<file path="src/rtl/pgxlat_pkg.sv">
package pgxlat_pkg;
  localparam int PGX_VA_W  = 16;
  localparam int PGX_PA_W  = 16;
  localparam int PGX_OFF_W = 10;
  localparam int PGX_CNT_W = 16;

  typedef enum logic [1:0] {
    ACC_NONE  = 2'd0,
    ACC_READ  = 2'd1,
    ACC_WRITE = 2'd2
  } acc_kind_e;
endpackage

</file>
<file path="src/rtl/pgxlat_sweep.sv">
module pgxlat_sweep #(
  parameter int CNT_W = 16
) (
  input  logic             clk,
  input  logic             rst_n,
  input  logic [CNT_W-1:0] interval,
  output logic             clr_pulse
);
  logic [CNT_W-1:0] cnt_q;
  logic             enabled;

  assign enabled   = (interval != '0);
  assign clr_pulse = enabled && (cnt_q >= interval - 1'b1);

  always_ff @(posedge clk) begin
    if (!rst_n)          cnt_q <= '0;
    else if (!enabled)   cnt_q <= '0;
    else if (clr_pulse)  cnt_q <= '0;
    else                 cnt_q <= cnt_q + 1'b1;
  end

  AST_CNT_BELOW_PERIOD: assert property (@(posedge clk) disable iff (!rst_n)
    (enabled && $stable(interval)) |-> (cnt_q < interval));
endmodule

</file>
<file path="src/rtl/pgxlat_table.sv">
module pgxlat_table #(
  parameter int VPN_W   = 6,
  parameter int FRAME_W = 6
) (
  input  logic               clk,
  input  logic               rst_n,
  input  logic               cfg_we,
  input  logic [VPN_W-1:0]   cfg_vpn,
  input  logic               cfg_valid,
  input  logic [FRAME_W-1:0] cfg_frame,
  input  logic               clr_pulse,
  input  logic               acc_en,
  input  logic [VPN_W-1:0]   acc_vpn,
  input  logic               acc_write,
  output logic               lk_valid,
  output logic [FRAME_W-1:0] lk_frame,
  output logic [(1<<VPN_W)-1:0] valid_vec,
  output logic [(1<<VPN_W)-1:0] ref_vec,
  output logic [(1<<VPN_W)-1:0] dirty_vec
);
  localparam int ENTRIES = 1 << VPN_W;

  logic [FRAME_W-1:0] frame_q [ENTRIES];
  logic [ENTRIES-1:0] valid_q, ref_q, dirty_q;

  // named internal events
  logic hit;
  logic touch;       // hit not overridden by a same-entry configuration write
  logic cfg_clash;

  assign lk_valid  = valid_q[acc_vpn];
  assign lk_frame  = frame_q[acc_vpn];
  assign hit       = acc_en && lk_valid;
  assign cfg_clash = cfg_we && (cfg_vpn == acc_vpn);
  assign touch     = hit && !cfg_clash;

  for (genvar e = 0; e < ENTRIES; e++) begin : g_entry
    logic sel_cfg, sel_acc;
    assign sel_cfg = cfg_we && (cfg_vpn == VPN_W'(e));
    assign sel_acc = hit && (acc_vpn == VPN_W'(e));

    always_ff @(posedge clk) begin
      if (!rst_n) begin
        valid_q[e] <= 1'b0;
        ref_q[e]   <= 1'b0;
        dirty_q[e] <= 1'b0;
        frame_q[e] <= '0;
      end else if (sel_cfg) begin
        valid_q[e] <= cfg_valid;
        frame_q[e] <= cfg_frame;
        ref_q[e]   <= 1'b0;
        dirty_q[e] <= 1'b0;
      end else begin
        if (sel_acc)        ref_q[e] <= 1'b1;   // reference beats sweep
        else if (clr_pulse) ref_q[e] <= 1'b0;
        if (sel_acc && acc_write) dirty_q[e] <= 1'b1;
      end
    end
  end

  assign valid_vec = valid_q;
  assign ref_vec   = ref_q;
  assign dirty_vec = dirty_q;

  AST_REF_AFTER_HIT: assert property (@(posedge clk) disable iff (!rst_n)
    touch |=> ref_q[$past(acc_vpn)]);

  AST_DIRTY_AFTER_WRITE: assert property (@(posedge clk) disable iff (!rst_n)
    (touch && acc_write) |=> dirty_q[$past(acc_vpn)]);

  AST_SWEEP_LEAVES_ONE: assert property (@(posedge clk) disable iff (!rst_n)
    clr_pulse |=> ($countones(ref_q) <= 1));

  AST_CFG_CLEARS_MARKS: assert property (@(posedge clk) disable iff (!rst_n)
    cfg_we |=> (!ref_q[$past(cfg_vpn)] && !dirty_q[$past(cfg_vpn)]));
endmodule

</file>
<file path="src/rtl/pgxlat_victim.sv">
module pgxlat_victim #(
  parameter int VPN_W = 6
) (
  input  logic [(1<<VPN_W)-1:0] valid_vec,
  input  logic [(1<<VPN_W)-1:0] ref_vec,
  input  logic [(1<<VPN_W)-1:0] dirty_vec,
  output logic                  found,
  output logic [VPN_W-1:0]      vpn,
  output logic                  dirty
);
  localparam int ENTRIES = 1 << VPN_W;

  logic [ENTRIES-1:0] eligible;
  assign eligible = valid_vec & ~ref_vec;

  always_comb begin
    found = 1'b0;
    vpn   = '0;
    dirty = 1'b0;
    for (int i = ENTRIES - 1; i >= 0; i--) begin
      if (eligible[i]) begin
        found = 1'b1;
        vpn   = VPN_W'(i);
        dirty = dirty_vec[i];
      end
    end
  end
endmodule

</file>
<file path="src/rtl/pgxlat_top.sv">
module pgxlat_top
  import pgxlat_pkg::*;
#(
  parameter int VA_W  = PGX_VA_W,
  parameter int PA_W  = PGX_PA_W,
  parameter int OFF_W = PGX_OFF_W,
  parameter int CNT_W = PGX_CNT_W
) (
  input  logic                  clk,
  input  logic                  rst_n,
  input  logic                  cfg_we,
  input  logic [VA_W-OFF_W-1:0] cfg_vpn,
  input  logic                  cfg_valid,
  input  logic [PA_W-OFF_W-1:0] cfg_frame,
  input  logic [CNT_W-1:0]      clr_interval,
  input  logic                  req_valid,
  input  logic [VA_W-1:0]       req_vaddr,
  input  logic                  req_write,
  output logic                  rsp_valid,
  output logic                  rsp_fault,
  output logic [PA_W-1:0]       rsp_paddr,
  output logic                  victim_found,
  output logic [VA_W-OFF_W-1:0] victim_vpn,
  output logic                  victim_dirty
);
  localparam int VPN_W   = VA_W - OFF_W;
  localparam int FRAME_W = PA_W - OFF_W;
  localparam int ENTRIES = 1 << VPN_W;

  function automatic logic [VPN_W-1:0] page_of(input logic [VA_W-1:0] va);
    return va[VA_W-1:OFF_W];
  endfunction

  function automatic logic [OFF_W-1:0] offset_of(input logic [VA_W-1:0] va);
    return va[OFF_W-1:0];
  endfunction

  function automatic logic [PA_W-1:0] join_pa(input logic [FRAME_W-1:0] fr,
                                               input logic [OFF_W-1:0] off);
    return {fr, off};
  endfunction

  logic               clr_pulse;
  logic               lk_valid;
  logic [FRAME_W-1:0] lk_frame;
  logic [ENTRIES-1:0] valid_vec, ref_vec, dirty_vec;
  acc_kind_e          acc_kind;

  assign acc_kind = !req_valid ? ACC_NONE : (req_write ? ACC_WRITE : ACC_READ);

  pgxlat_sweep #(.CNT_W(CNT_W)) u_sweep (
    .clk(clk), .rst_n(rst_n), .interval(clr_interval), .clr_pulse(clr_pulse)
  );

  pgxlat_table #(.VPN_W(VPN_W), .FRAME_W(FRAME_W)) u_table (
    .clk(clk), .rst_n(rst_n),
    .cfg_we(cfg_we), .cfg_vpn(cfg_vpn), .cfg_valid(cfg_valid), .cfg_frame(cfg_frame),
    .clr_pulse(clr_pulse),
    .acc_en(acc_kind != ACC_NONE), .acc_vpn(page_of(req_vaddr)),
    .acc_write(acc_kind == ACC_WRITE),
    .lk_valid(lk_valid), .lk_frame(lk_frame),
    .valid_vec(valid_vec), .ref_vec(ref_vec), .dirty_vec(dirty_vec)
  );

  pgxlat_victim #(.VPN_W(VPN_W)) u_victim (
    .valid_vec(valid_vec), .ref_vec(ref_vec), .dirty_vec(dirty_vec),
    .found(victim_found), .vpn(victim_vpn), .dirty(victim_dirty)
  );

  always_ff @(posedge clk) begin
    if (!rst_n) begin
      rsp_valid <= 1'b0;
      rsp_fault <= 1'b0;
      rsp_paddr <= '0;
    end else begin
      rsp_valid <= req_valid;
      if (req_valid) begin
        rsp_fault <= !lk_valid;
        rsp_paddr <= lk_valid ? join_pa(lk_frame, offset_of(req_vaddr)) : '0;
      end
    end
  end

  AST_RSP_FOLLOWS_REQ: assert property (@(posedge clk) disable iff (!rst_n)
    req_valid |=> rsp_valid);

  AST_NO_SPURIOUS_RSP: assert property (@(posedge clk) disable iff (!rst_n)
    !req_valid |=> !rsp_valid);

  AST_FAULT_ZERO_ADDR: assert property (@(posedge clk) disable iff (!rst_n)
    (rsp_valid && rsp_fault) |-> (rsp_paddr == '0));

  AST_OFFSET_THROUGH: assert property (@(posedge clk) disable iff (!rst_n)
    (rsp_valid && !rsp_fault) |-> (rsp_paddr[OFF_W-1:0] == $past(req_vaddr[OFF_W-1:0])));

  AST_VICTIM_ELIGIBLE: assert property (@(posedge clk) disable iff (!rst_n)
    victim_found |-> (valid_vec[victim_vpn] && !ref_vec[victim_vpn]));

  AST_VICTIM_DIRTY_MATCH: assert property (@(posedge clk) disable iff (!rst_n)
    !victim_found |-> (!victim_dirty && victim_vpn == '0));
endmodule

</file>
<file path="config.mk">
export PLATFORM = sky130hd
export DESIGN_NAME = pgxlat_top
export DESIGN_NICKNAME = d
export VERILOG_FILES = /design/src/rtl/pgxlat_pkg.sv /design/src/rtl/pgxlat_sweep.sv /design/src/rtl/pgxlat_table.sv /design/src/rtl/pgxlat_victim.sv /design/src/rtl/pgxlat_top.sv
export SDC_FILE = /design/constraint.sdc
export NUM_CORES = 1
export LEC_CHECK = 0
export BUFFER_PORTS_ARGS = -buffer_cell sky130_fd_sc_hd__buf_2
export CAP_MARGIN = 10
export CORE_UTILIZATION = 35
export CTS_CLUSTER_SIZE = 16
export DETAILED_ROUTE_END_ITERATION = 10
export PLACE_DENSITY_LB_ADDON = 0.2
export REMOVE_ABC_BUFFERS = 1
export SLEW_MARGIN = 20
export SYNTH_ARGS = -nofsm -noshare
export SYNTH_HDL_FRONTEND = slang
export SYNTH_SLANG_ARGS = --single-unit
export TNS_END_PERCENT = 20
</file>
<file path="constraint.sdc">
create_clock -name clk -period 5.1 [get_ports clk]
set_input_delay 1.02 -clock clk [delete_from_list [all_inputs] [get_ports clk]]
set_output_delay 1.02 -clock clk [all_outputs]
set_load 0.01 [all_outputs]
</file>
==> key figures, run 1 <==
Status
  – Status: finished clean

Floorplanning
  – Initial core utilization: 0.354
  – Core ar.: 0.0805 mm2
  – Top Ports: 76
  – Die width: 288 um
  – Vert. Die Dim: 288 um
  – Die area: 0.0827 mm2
  – # rows: 104

GRT
  – Number of global-route vias before repair: 20800
  – First-pass GRT wire length: 132 mm
  – Initial antenna violation count: 6
  – Largest net degree at the start of global routing: 65
  – Total grt overflow: 0
  – Overall Global Routing Usage: 0.213

STA
  – Sum Neg Setup Slack: 0 ns
  – Setup Skew: 0.0172 ns
  – Slack of the critical path: 0.0774 ns
  – Max-slew headroom: 0.221
  – Worst slew pin tran: 1.16 ns
  – Fmax: 199 MHz
  – Final Hold Vio Count: 0
  – Part of the cycle the worst path needs: 0.985
  – RSZ-0062 raised after global routing: false
  – Final setup viols: 0
  – Fin. max-slew vios: 0
  – Tmin final: 5.02 ns

Synth
  – Main synth FF type: edfxtp_1
  – Largest family of logic cells by synthesized area: simple AND/OR/NAND/NOR gates
  – Cell count after synthesis: 2537
  – Post-synthesis cell area: 0.0285 mm2
  – Register area share after synthesis: 0.563
  – Post-synth EDFFs: 384
  – Synth Area in XOR/XNOR: 0.00859
  – Mux cell area share after synthesis: 0.0960
  – Mean Syn Cell Area: 11.2 um2
  – Fraction of the mapped netlist area in adder cells: 0.00789
  – FFs w/ async S/R, synth: 0
  – Number of distinct library cells after synthesis: 71
  – Synth warnings: 0
  – Compound-Gate Fraction of Synth Area: 0.106
  – Synthesized flop and latch total: 610
  – Simple-gate portion of the synthesized area: 0.186

Clock tree
  – Post_cts resized: 0
  – Root buf cell: clkbuf_16
  – CTS buffer count: 70
  – CTS H-Tree Depth: 3
  – Worst-skew pair later-pin latency: 0.60 ns
  – Post-CTS Setup Inserts: 0
  – Worst-case clock buffer depth: 3
  – CTS sink count: 610
  – Clock slew at reported path FFs: 0.06 ns
  – CTS tree: built
  – # hold bufs at CTS: 0

Layout
  – Design area: 0.0328 mm2
  – Fillers: 7633
  – Multi-input logic area: 0.0116 mm2
  – Finished Core Util: 0.407
  – Share of cells above drive strength 1: 0.153
  – Nets: 2728
  – Sequential Area: 0.0161 mm2
  – Synth-to-layout area growth: 14.9%

Worst hold path
  – Worst Hold Endpoint: u_table.ref_vec[8]$_SDFFE_PP0P_
  – Hold-critical path depth: 2
  – Hold Crit Class: reg -> reg
  – Hold_sp: u_table.ref_vec[8]$_SDFFE_PP0P_

Drt
  – Vias per inst: 5.43
  – Via count: 20500
  – Routed WL per cell: 23.4 um
  – Final WL: 88.2 mm
  – DRC viols: 0
  – Antenna Nets Post-Route: 0
  – TritonRoute pass-1 iters: 6
  – Detailed router's first-iteration violation count: 1681

Power
  – Clock share of power: 0.436
  – Leak: 11.7 nW
  – Pwr dens: 339 mW/mm2
  – Psw: 0.00257 W
  – Peak VDD IR: 0.000209 V
  – Sequential Power Share: 0.492
  – Logic gate share of total power: 0.072
  – Sw Ratio: 0.231
  – Final Total Pwr: 0.0111 W
  – Internal cell power: 0.00853 W

Worst setup path
  – CP Data Required Time: 4.08 ns
  – CP Launch Type: register
  – CP endpoint kind: output port
  – Worst path arrival time: 4.00 ns
  – FF-to-FF Start: u_table.valid_vec[57]$_SDFFE_PN0P_
  – Max FO, Critical Path: 6
  – FF-to-FF setup slack: 2.30 ns
  – R2R cell count: 7
  – Worst r2r dst: u_table.dirty_vec[63]$_SDFFE_PP0P_
  – Critical path type: reg -> out

Placement
  – RD Place Congestion: 0.942
  – PortBufs: 75
  – Placed inst area: 0.0306 mm2
  – Pre-CTS setup slack: 0.391 ns
  – Final HPWL DP: 62.2 mm

Flow run
  – Maxcap violations: 0
power groups by stage:
stage	Clock, W	Sequential (W)	Combinational [W]
2_1_floorplan	0	0.00554	0.000358
3_3_place_gp	0	0.00556	0.000789
3_5_place_dp	0	0.00557	0.000799
4_1_cts	0.00493	0.00546	0.000803
5_1_grt	0.00511	0.00547	0.000855
6_report	0.00484	0.00546	0.000802
per-layer routing:
layer	GRT usage	share of wire
met1	0.282	0.42
met2	0.342	0.47
met3	0.0373	0.066
met4	0.0938	0.041
met5	0	0
cells by family (layout without fill, tap and decap cells):
logic type      after synthesis  after routing
mux                         125            125
fa+ha+maj                    18             18
xor+xnor                     28             28
simple gates               1030           1030
compound gates              500            500
other cells                   0              3
flops                       610            610
buf+inv                     226            400
layout by cell type, fill, tap and decap left out, types with 75 or more instances in the layout:
| master | instances |
|---|---|
| nand2_1 | 187 |
| and2_1 | 388 |
| dfxtp_1 | 226 |
| a21oi_1 | 135 |
| o21ai_0 | 194 |
| buf_4 | 111 |
| nor2_1 | 255 |
| inv_1 | 86 |
| mux4_2 | 113 |
| edfxtp_1 | 384 |
| clkbuf_16 | 75 |
cell usage after synthesis (28+ instances only):
master,instances,area share
and2_1,388,0.085
dfxtp_1,226,0.16
a22oi_1,28,0.0074
nand2b_1,57,0.012
nand2_1,187,0.025
edfxtp_1,384,0.40
inv_1,86,0.011
mux4_2,113,0.089
nor2_1,257,0.034
clkbuf_1,97,0.013
nand3_1,41,0.0072
a21oi_1,136,0.024
a32oi_1,34,0.010
o21ai_0,200,0.035
worst max-delay path: stages (launching register included):
cell and delay, ns:
dfxtp_1 0.36, nand2b_1 0.23, o211a_1 0.18, o21ai_0 0.10
a2111oi_0 0.81, o311ai_0 0.37, a311oi_1 0.80, o211ai_1 0.19
nand2_1 0.20, buf_2 0.17
sequential cells by signal, indices dropped and copies added, names as in the netlist:
register	flops
u_table.frame_q	384
rsp_fault	1
u_table.ref_vec	64
u_table.valid_vec	64
rsp_paddr	16
u_sweep.cnt_q	16
u_table.dirty_vec	64
rsp_valid	1
how the worst max path moves through the flow:
stage / from / endpoint / slack [ns] / cells after the start
after floorplan: clr_interval[3] / u_sweep.cnt_q[10]$_SDFF_PP0_ / -0.11 / 15
after global placement: clr_interval[3] / u_table.ref_vec[13]$_SDFFE_PP0P_ / 0.53 / 17
after detailed placement: clr_interval[3] / u_table.ref_vec[3]$_SDFFE_PP0P_ / 0.39 / 17
after CTS: u_table.valid_vec[43]$_SDFFE_PN0P_ / victim_dirty / 0.22 / 9
after global routing: u_table.valid_vec[43]$_SDFFE_PN0P_ / victim_dirty / 0.11 / 9
final: u_table.valid_vec[43]$_SDFFE_PN0P_ / victim_dirty / 0.08 / 9
area by class of cell:
class                           instances  share of cell area
Antenna cell                            3            0.000229
Sequential cell                       610               0.490
Clock inverter                         24             0.00507
Clock buffer                           99              0.0612
Inverter                               87             0.00996
Timing Repair Buffer                  190              0.0404
Multi-Input combinational cell       1701               0.353
Tap cell                             1060              0.0404
metrics by stage:
step,instances,hold WS (ns)
final,3774,0.470
after global routing,3774,0.493
after CTS,3770,0.469
after detailed placement,3647,0.453
after global placement,3647,0.453
after floorplan,2398,0.429
No activity file was read; power rests on OpenSTA's default activity.
==> run 2, diff against run 1 <==
--- a/constraint.sdc
+++ b/constraint.sdc
@@ -3,2 +3,2 @@
 set_output_delay 1.02 -clock clk [all_outputs]
-set_load 0.01 [all_outputs]
+set_load 0.1 [all_outputs]
==> key figures, run 2 (synthesis results as in run 1) <==
Worst setup path
  – CP Launch Type: register
  – CP Cell Sequence: nor2b_1 -> a21oi_1 -> o2111ai_1 -> a21oi_1 -> a2111oi_0 -> o21ai_0 -> a31oi_1 -> o22ai_1 -> buf_2
  – Cell mode on critical path: a21oi_1
  – Max FO, Critical Path: 5 (-1)
  – Crit-path slowest cell: a2111oi_0
  – CP endpoint kind: output port
  – CP peak stage delay: 0.82 ns (about the same)
  – Critical path type: reg -> out
  – CP Data Required Time: 4.08 ns (about the same)
  – FF-to-FF setup slack: 2.29 ns (about the same)
  – Worst path arrival time: 3.90 ns (-0.10 ns)

GRT
  – Number of global-route vias before repair: 20500 (-1.2%)
  – Largest net degree at the start of global routing: 65 (unchanged)
  – Global-route met2 utilization: 0.339 (-0.00294)
  – GR met3 Demand/Resource: 0.0323 (-0.00507)
  – Overall Global Routing Usage: 0.213 (about the same)
  – First-pass GRT wire length: 131 mm (-0.30%)
  – Total grt overflow: 0 (unchanged)
  – GR Layer Usage met1: 0.289 (+0.00674)
  – Most used routing layer: met2
  – Initial antenna violation count: 4 (-2)

Layout
  – Most common cell after layout, fill and taps aside: and2_1
  – Max FFs per register: 384 (unchanged)
  – Commonest non-fill, non-tap cells in the layout: and2_1, edfxtp_1, nor2_1, dfxtp_1, o21ai_0
  – Share of cells above drive strength 1: 0.152 (-0.000313)
  – Synth-to-layout area growth: 14.8%
  – Final cell count without fillers: 3772 (-0.053%)
  – Fillers: 7633 (unchanged)
  – Nets: 2727 (-0.037%)
  – Finished Core Util: 0.407 (-0.000466)
  – Top reg by flops: u_table.frame_q

Clock tree
  – CTS sink count: 610 (unchanged)
  – Post_cts resized: 0 (unchanged)
  – Root buf cell: clkbuf_16
  – CTS buffer count: 70 (unchanged)
  – Clock slew at reported path FFs: 0.06 ns (about the same)
  – Worst-skew pair later-pin latency: 0.61 ns (about the same)
  – Worst-case clock buffer depth: 3 (unchanged)
  – CTS H-Tree Depth: 3 (unchanged)
  – CTS tree: built
  – # hold bufs at CTS: 0 (unchanged)
  – Post-CTS Setup Inserts: 0 (unchanged)

Floorplanning
  – # rows: 104 (unchanged)
  – Die width: 288 um (unchanged)
  – Top Ports: 76 (unchanged)
  – Die area: 0.0827 mm2 (unchanged)
  – Vert. Die Dim: 288 um (unchanged)
  – Core ar.: 0.0805 mm2 (unchanged)
  – Initial core utilization: 0.354 (unchanged)

Drt
  – Via count: 20500 (+0.12%)
  – Antenna Nets Post-Route: 0 (unchanged)
  – Vias per inst: 5.44 (+0.17%)
  – Final WL: 88.2 mm (about the same)
  – TritonRoute pass-1 iters: 7 (+1)
  – DRC viols: 0 (unchanged)
  – Detailed router's first-iteration violation count: 1725 (+2.6%)
  – Routed WL per cell: 23.4 um (about the same)

Worst hold path
  – Hold Crit Class: reg -> reg

STA
  – RSZ-0062 raised after global routing: false
  – Max-slew headroom: 0.205 (-0.0154)
  – Worst slew pin tran: 1.18 ns (+0.0229 ns)
  – Tmin final: 4.92 ns (-0.104 ns)
  – Fin. max-slew vios: 0 (unchanged)
  – Final Hold Vio Count: 0 (unchanged)
  – Sum Neg Setup Slack: 0 ns (unchanged)
  – Fmax: 203 MHz (+2.1%)
  – Hold WS: 0.472 ns (+0.00195 ns)
  – Slack of the critical path: 0.182 ns (+0.104 ns)
  – Part of the cycle the worst path needs: 0.964 (-0.0205)
  – Final setup viols: 0 (unchanged)
  – Setup Skew: 0.0192 ns (+0.00201 ns)

Flow run
  – Maxcap violations: 0 (unchanged)

Power
  – Pwr dens: 340 mW/mm2 (+0.48%)
  – Peak VDD IR: 0.000188 V (-10%)
  – Leak: 11.7 nW (about the same)

Placement
  – RD Place Congestion: 0.944 (+0.23%)
  – PortBufs: 75 (unchanged)
  – Pre-CTS setup slack: 0.431 ns (+0.0398 ns)
  – Final HPWL DP: 62.1 mm (-0.14%)
  – Placed cell count: 3647 (unchanged)

Status
  – Status: finished clean
-- run 2: cell count changes in the layout (fill, tap and decap cells not counted), sizes merged --
cell      before  now
diode          3    2
buf          190  189
clkinv        20   27
inv           87   86
clkinvlp       2    0
clkbuf        99   95
-- run 2: worst max-delay path, delay by kind of cell, from the launching register on --
family,cells,cell delay [ns]
and+or+nand+nor,1,0.37
buffers and inverters,1,0.33
AOI/OAI and AO/OA,7,2.23
DFF,1,0.35
-- run 2: where the power goes --
| group | switching (W) | internal, W | leakage [nW] |
|---|---|---|---|
| clock network | 0.00199 | 0.00280 | 1.06 |
| registers | 0.0000535 | 0.00541 | 5.47 |
| logic | 0.000598 | 0.000287 | 5.14 |
| total | 0.00264 | 0.00850 | 11.7 |
-- run 2: path summary, 6_finish.rpt --
check | startpoint | to | cells past startpoint
setup / recovery | u_table.valid_vec[56]$_SDFFE_PN0P_ | victim_vpn[0] | 9
hold reg to reg | u_table.ref_vec[8]$_SDFFE_PP0P_ | u_table.ref_vec[8]$_SDFFE_PP0P_ | 2
hold / removal | u_table.ref_vec[8]$_SDFFE_PP0P_ | u_table.ref_vec[8]$_SDFFE_PP0P_ | 2
setup reg to reg | u_table.frame_q[27][0]$_SDFFCE_PN0P_ | rsp_paddr[10]$_SDFFE_PN0P_ | 8
-- run 2: metrics by stage --
step | power, W | instance area [um2]
finish | 0.0111 | 32800
global route | 0.0115 | 32800
CTS | 0.0112 | 32700
detailed placement | 0.00645 | 30600
global placement | 0.00643 | 30600
floorplan | 0.00598 | 27900
-- run 2: final cells by class --
cell class                 instances  area (um2)  share of cell area
antenna                            2        5.00            0.000153
clock buffer                      95        1980              0.0604
clock inverter                    28         173             0.00527
inverter                          87         327             0.00997
multi-input combinational       1701       11600               0.354
sequential                       610       16100               0.490
tap                             1060        1330              0.0405
timing repair buffer             189        1310              0.0399
-- run 2: metal layers --
| layer | wire [um] | part of all wire |
|---|---|---|
| met3 | 5460 | 0.062 |
| met1 | 38300 | 0.43 |
| met2 | 40800 | 0.46 |
| met5 | 0 | 0 |
| met4 | 3660 | 0.042 |
